--- src/rtl/ctl_gate_pkg.sv ---
package ctl_gate_pkg;
  typedef enum logic [1:0] {
    ST_HOLD  = 2'd0,
    ST_RUN   = 2'd1,
    ST_DRAIN = 2'd2,
    ST_DOWN  = 2'd3
  } seq_st_t;
endpackage

--- src/rtl/pin_sync.sv ---
module pin_sync #(
  parameter int STAGES = 2
) (
  input  logic clk,
  input  logic rst_n,
  input  logic d,
  output logic q
);
  logic [STAGES-1:0] sh_q;

  always_ff @(posedge clk or negedge rst_n) begin
    if (!rst_n) sh_q <= '0;
    else        sh_q <= {sh_q[STAGES-2:0], d};
  end

  assign q = sh_q[STAGES-1];
endmodule

--- src/rtl/pin_decode.sv ---
module pin_decode (
  input  logic ctl0_s,
  input  logic ctl1_s,
  input  logic en0,
  input  logic sel0,
  input  logic pdn0,
  input  logic pdn1,
  output logic ref_want,
  output logic main_want,
  output logic pick,
  output logic pd_req
);
  logic ref_pd_mode, ref_sel_mode;

  always_comb begin
    // pin 0 acts as shutdown when forced, or when all three bits are clear
    ref_pd_mode  = pdn0 | (~en0 & ~sel0);
    ref_sel_mode = ~pdn0 & ~en0 & sel0;
    pick         = ref_sel_mode ? ctl0_s : sel0;
    if (pdn0)      ref_want = 1'b1;
    else if (en0)  ref_want = ~ctl0_s;
    else           ref_want = sel0;
    main_want    = pdn1 ? 1'b1 : ~ctl1_s;
    pd_req       = (ref_pd_mode & ctl0_s) | (pdn1 & ctl1_s);
  end
endmodule

--- src/rtl/pd_sequencer.sv ---
module pd_sequencer
  import ctl_gate_pkg::*;
#(
  parameter int PERSIST_CYC = 4096,
  parameter int SETTLE_CYC  = 8000
) (
  input  logic clk,
  input  logic rst_n,
  input  logic pd_req,
  input  logic outs_off,
  output logic run_ok,
  output logic down
);
  localparam int PCW = $clog2(PERSIST_CYC + 1);
  localparam int SCW = $clog2(SETTLE_CYC + 1);

  seq_st_t        st_q, st_d;
  logic [PCW-1:0] pcnt_q;
  logic [SCW-1:0] scnt_q;
  logic           persist_hit;

  assign persist_hit = pd_req && (pcnt_q >= PCW'(PERSIST_CYC - 1));

  always_ff @(posedge clk or negedge rst_n) begin
    if (!rst_n)                             pcnt_q <= '0;
    else if (!pd_req)                       pcnt_q <= '0;
    else if (pcnt_q != PCW'(PERSIST_CYC))   pcnt_q <= pcnt_q + 1'b1;
  end

  always_ff @(posedge clk or negedge rst_n) begin
    if (!rst_n)               scnt_q <= '0;
    else if (st_q != ST_HOLD) scnt_q <= '0;
    else                      scnt_q <= scnt_q + 1'b1;
  end

  always_comb begin
    st_d = st_q;
    case (st_q)
      ST_HOLD:  if (persist_hit) st_d = ST_DRAIN;
                else if (scnt_q == SCW'(SETTLE_CYC - 1)) st_d = ST_RUN;
      ST_RUN:   if (persist_hit) st_d = ST_DRAIN;
      ST_DRAIN: if (outs_off) st_d = ST_DOWN;
      default:  if (!pd_req) st_d = ST_HOLD;
    endcase
  end

  always_ff @(posedge clk or negedge rst_n) begin
    if (!rst_n) st_q <= ST_HOLD;
    else        st_q <= st_d;
  end

  assign run_ok = (st_q == ST_RUN);
  assign down   = (st_q == ST_DOWN);

  assert_short_req_ignored_R10: assert property (@(posedge clk) disable iff (!rst_n)
    (st_q == ST_RUN) && !pd_req |=> st_q != ST_DRAIN);

  assert_down_held_R6: assert property (@(posedge clk) disable iff (!rst_n)
    (st_q == ST_DOWN) && pd_req |=> st_q == ST_DOWN);
endmodule

--- src/rtl/out_gate.sv ---
module out_gate (
  input  logic clk,
  input  logic rst_n,
  input  logic src,
  input  logic want,
  output logic out_q,
  output logic hiz_q
);
  logic on_q, nxt_on;

  // enable state may only move while the source is low
  always_comb begin
    nxt_on = on_q;
    if (!src) nxt_on = want;
  end

  always_ff @(posedge clk or negedge rst_n) begin
    if (!rst_n) begin
      on_q  <= 1'b0;
      out_q <= 1'b0;
      hiz_q <= 1'b1;
    end else begin
      on_q  <= nxt_on;
      out_q <= nxt_on & src;
      hiz_q <= ~nxt_on;
    end
  end

  assert_switch_when_low_R7: assert property (@(posedge clk) disable iff (!rst_n)
    !$stable(hiz_q) |-> !out_q);
endmodule

--- src/rtl/clkout_ctrl.sv ---
module clkout_ctrl #(
  parameter int SYNC_STAGES = 2,
  parameter int PERSIST_CYC = 4096,
  parameter int SETTLE_CYC  = 8000
) (
  input  logic clk,
  input  logic rst_n,
  input  logic lvl_mast,
  input  logic lvl_pre,
  input  logic lvl_main,
  input  logic ctl0_pin,
  input  logic ctl1_pin,
  input  logic cfg_en0,
  input  logic cfg_sel0,
  input  logic cfg_pdn0,
  input  logic cfg_pdn1,
  output logic out0,
  output logic out0_hiz,
  output logic out1,
  output logic out1_hiz,
  output logic mux_pick,
  output logic pwr_down
);
  localparam int NPIN = 2;

  logic [NPIN-1:0] pin_raw, pin_s, src_v, want_v, out_v, hiz_v;
  logic            ref_want, main_want, pd_req, run_ok;

  assign pin_raw = {ctl1_pin, ctl0_pin};

  for (genvar g = 0; g < NPIN; g++) begin : g_sync
    pin_sync #(.STAGES(SYNC_STAGES)) sync_i (
      .clk(clk), .rst_n(rst_n), .d(pin_raw[g]), .q(pin_s[g]));
  end

  pin_decode dec_i (
    .ctl0_s(pin_s[0]), .ctl1_s(pin_s[1]),
    .en0(cfg_en0), .sel0(cfg_sel0), .pdn0(cfg_pdn0), .pdn1(cfg_pdn1),
    .ref_want(ref_want), .main_want(main_want), .pick(mux_pick), .pd_req(pd_req));

  pd_sequencer #(.PERSIST_CYC(PERSIST_CYC), .SETTLE_CYC(SETTLE_CYC)) seq_i (
    .clk(clk), .rst_n(rst_n), .pd_req(pd_req), .outs_off(&hiz_v),
    .run_ok(run_ok), .down(pwr_down));

  assign src_v  = {lvl_main, mux_pick ? lvl_pre : lvl_mast};
  assign want_v = {main_want & run_ok, ref_want & run_ok};

  for (genvar g = 0; g < NPIN; g++) begin : g_gate
    out_gate gate_i (
      .clk(clk), .rst_n(rst_n), .src(src_v[g]), .want(want_v[g]),
      .out_q(out_v[g]), .hiz_q(hiz_v[g]));
  end

  assign out0     = out_v[0];
  assign out1     = out_v[1];
  assign out0_hiz = hiz_v[0];
  assign out1_hiz = hiz_v[1];

  assert_drained_before_down_R8: assert property (@(posedge clk) disable iff (!rst_n)
    pwr_down |-> out0_hiz && out1_hiz);

  assert_settle_after_exit_R9: assert property (@(posedge clk) disable iff (!rst_n)
    $fell(pwr_down) |-> out0_hiz && out1_hiz);
endmodule

--- config.mk ---
export PLATFORM = sky130hd
export DESIGN_NAME = clkout_ctrl
export DESIGN_NICKNAME = d
export VERILOG_FILES = /design/src/rtl/ctl_gate_pkg.sv /design/src/rtl/pin_sync.sv /design/src/rtl/pin_decode.sv /design/src/rtl/pd_sequencer.sv /design/src/rtl/out_gate.sv /design/src/rtl/clkout_ctrl.sv
export SDC_FILE = /design/constraint.sdc
export NUM_CORES = 1
export LEC_CHECK = 0
export BUFFER_PORTS_ARGS = -buffer_cell sky130_fd_sc_hd__buf_2
export CAP_MARGIN = 40
export CORE_MARGIN = 5
export CORE_UTILIZATION = 65
export CTS_BUF_LIST = sky130_fd_sc_hd__clkbuf_8
export DETAILED_ROUTE_END_ITERATION = 8
export GPL_TIMING_DRIVEN = 0
export PLACE_DENSITY_LB_ADDON = 0.1
export SKIP_CTS_REPAIR_TIMING = 1
export SYNTH_ARGS = -nofsm -noshare
export SYNTH_HDL_FRONTEND = slang
export SYNTH_SLANG_ARGS = --single-unit
export TNS_END_PERCENT = 20
--- constraint.sdc ---
create_clock -name clk -period 4.65 [get_ports clk]
set_input_delay 0.6975 -clock clk [delete_from_list [all_inputs] [get_ports clk]]
set_output_delay 0.6975 -clock clk [all_outputs]
set_load 0.01 [all_outputs]
==> impl_metrics.py <==
metrics = {
    "die": {
        "die_width_um": 63.84,
        "initial_core_util_pct": 68.33,
        "io_pins": 17,
        "fp.coreArea_mm2": 0.002758,
        "dieArea_mm2": 0.004076,
        "rows": 19,
        "die_height_um": 63.84,
    },
    "place": {
        "gp_routability_congestion": 0.8718,
        "place.port_buffers": 16,
        "placement.cell_area_mm2": 0.002003,
        "dp_hpwl_um": 2426,
        "dp_worst_setup_slack_ns": 2.381,
        "placedCellCount": 232,
    },
    "grt": {
        "globalRouteOverflowTotal": 0,
        "grt_first_pass_wirelength_um": 6106,
        "global_route.usage.total_pct": 18.48,
        "grt_max_degree": 39,
        "number_of_global_route_vias_before_repair": 1424,
        "grt_antenna_before_repair": 0,
    },
    "critical_path": {
        "path_cells": "ha_1 -> nand3_1 -> or4_4 -> a21o_2 -> a21oi_1 -> mux2_2",
        "critPathMaxFanout": 4,
        "worst-endpoint-required_ns": 4.82,
        "critPathArrivalTime_ns": 2.43,
        "critPathLaunchType": "flop",
        "critical-path-slowest-cell": "or4_4",
        "rr_startpoint": "seq_i.scnt_q[0]",
        "setup.worst_path.class": "reg2reg",
        "worst_setup_path_end_kind": "flop",
        "critPathBufInv": 0,
        "crit_start": "seq_i.scnt_q[0]",
        "worst_path_dominant_cell_family": "simple AND/OR/NAND/NOR gates",
        "worst_path_largest_cell_delay_ns": 0.59,
    },
    "detailed_routing": {
        "remaining_drc_errors": 0,
        "detail_route.first_pass.iterations": 4,
        "dr.first_iter.drc_count": 77,
        "routed_wire_length_per_instance_um": 13.80,
        "ant_nets": 0,
        "detailroute.via_count": 1380,
        "routed_via_density": 5.750,
        "routed_wirelength_um": 3311,
    },
    "synth": {
        "synth.yosys.warnings": 0,
        "asyncSetResetFlopFracSynth_pct": 100.0,
        "synth.top_cells.by_area": "dfrtp_1 (48%), xnor2_1 (5.1%), and2_1 (5.0%)",
        "synth_cells": 185,
        "yosysMostFrequentCell": "dfrtp_1",
        "synth_top_area_share_pct": 47.81,
        "seq_area_frac_synth_pct": 50.60,
        "netlist_area_mm2": 0.001884,
        "synth_area_per_cell_um2": 10.19,
        "post_synth_top_cells": "dfrtp_1 (36), nor2_1 (17), and2_1 (15)",
        "ys_ff_latch": 38,
        "netlist-cell-type-count": 39,
        "synth_enable_flop_cells": 0,
        "yosys_most_used_dff": "dfrtp_1",
        "synth_top_cell_by_area": "dfrtp_1",
        "synth.net_count": 203,
    },
    "pwr": {
        "p_per_area_mw_per_mm2": 309.8,
        "ir_drop_mv": 0.3000,
        "total_power_mw": 0.6546,
        "power.static_leakage_nw": 0.9918,
    },
    "cells_and_area": {
        "postLayoutCoreUtil_pct": 76.63,
        "fin_cells": 240,
        "ff_latch_area_um2": 953.4,
        "area_of_the_multi_input_gates_um2": 885.9,
        "design.final.nets": 226,
        "antenna_cells_inserted": 0,
        "area_growth_from_synthesis_to_final_layout_pct": 12.15,
        "drive_gt1_share_pct": 15.79,
        "stdcell_area_mm2": 0.002113,
        "filler_cell_count": 184,
    },
    "sta": {
        "clock.fmax_mhz": 443.4,
        "holdWs_ns": 0.3570,
        "final.min_clock_period_ns": 2.255,
        "timing.clock.skew_ns": 0.003880,
        "final_min_period_over_clock_period_pct": 48.50,
        "grt_setup_unrepaired": "false",
        "final-max-slew-violation-count": 0,
        "worst-slew-pin-transition_ns": 0.8101,
        "fin_tns_setup_ns": 0,
        "slew_headroom_pct": 45.99,
        "setup_violations": 0,
        "post-route-worst-setup-slack_ns": 2.395,
        "report.final.hold_viol_count": 0,
    },
    "clocking": {
        "clkSlewWorstSetupHoldPaths_ns": 0.07,
        "tritoncts": "yes",
        "cts_buffer_depth": 2,
        "h_tree_depth": 2,
        "clock_latency_ns": 0.28,
        "clockRootBuffer": "clkbuf_8",
        "cts-buffers-inserted": 5,
        "cts.sinks": 38,
    },
    "min_path": {
        "hold_class": "reg2reg",
        "worst_hold_startpoint": "g_sync[0].sync_i.sh_q[0]",
    },
    "outcome": {
        "outcome": "finished, final reports clean",
    },
    "flow_run": {
        "max-cap-violations": 0,
    },
}
[logic make-up after synthesis]
| family | share of synthesized area (%) |
|---|---|
| compound gates | 7.702 |
| xor+xnor | 9.296 |
| fa+ha+maj | 4.648 |
| buf+inv | 2.390 |
| flops | 50.60 |
| mux | 1.726 |
| simple gates | 23.64 |
[flip-flops by register name (all words and copies together) (netlist names)]
signal and count:
seq_i.scnt_q 13, g_sync.sync_i.sh_q 4, g_gate.gate_i.out_q 2, seq_i.pcnt_q 13, g_gate.gate_i.on_q 2, seq_i.st_q 2, g_gate.gate_i.hiz_q 2
[worst register-to-register path: cells and delay by family (launching register included)]
kind	cells	cell delay, ns
and+or+nand+nor	2	0.76
muxes	1	0.36
adders and majority gates	1	0.20
AOI/OAI and AO/OA	2	0.43
DFF	1	0.40
[area by class of cell]
| type | instances | share of cell area [%] |
|---|---|---|
| plain buffers | 3 | 0.5329 |
| repair buffers | 16 | 3.789 |
| flip-flops and latches | 38 | 45.12 |
| well taps | 31 | 1.835 |
| inverters | 9 | 1.599 |
| multi-input cells | 135 | 41.92 |
| clock buffers | 8 | 5.210 |
[path summary, 6_finish.rpt]
kind | slack [ns] | depth (start not counted) | to
setup / recovery | 2.39 | 6 | seq_i.st_q[1]
min in group asynchronous | 0.50 | 1 | seq_i.scnt_q[9]
hold reg to reg | 0.36 | 0 | g_sync[0].sync_i.sh_q[1]
hold / removal | 0.36 | 0 | g_sync[0].sync_i.sh_q[1]
setup reg to reg | 2.39 | 6 | seq_i.st_q[1]
max in group asynchronous | 3.64 | 1 | seq_i.scnt_q[7]
[report_power, final]
| group | switching [mW] | total (mW) | internal (mW) |
|---|---|---|---|
| logic | 0.0274 | 0.0466 | 0.0191 |
| clock network | 0.106 | 0.255 | 0.150 |
| registers | 0.00996 | 0.353 | 0.343 |
[routing by layer]
| metal | global-route usage (%) | wire length, um | vias to the layer above |
|---|---|---|---|
| li1 | - | - | 679 |
| met4 | 7.532 | 51 | 0 |
| met5 | 0 | 0 | - |
| met2 | 29.90 | 1632 | 32 |
| met3 | 4.203 | 155 | 6 |
| met1 | 23.94 | 1472 | 663 |
[cells in the final DEF, fill, tap and decap left out, types with 3 or more instances in the layout]
cell type,netlist,layout
and2_1,15,15
ha_1,7,7
o21ai_0,3,3
buf_2,0,16
dfrtp_1,36,36
nand3_1,10,10
nor2_1,17,17
a21oi_1,7,7
xor2_1,9,9
nand4_1,7,7
nor3_1,4,4
clkbuf_1,3,3
inv_1,9,9
clkbuf_8,0,8
nand2_1,14,14
xnor2_1,11,11
(Power assumes the default switching activity.)
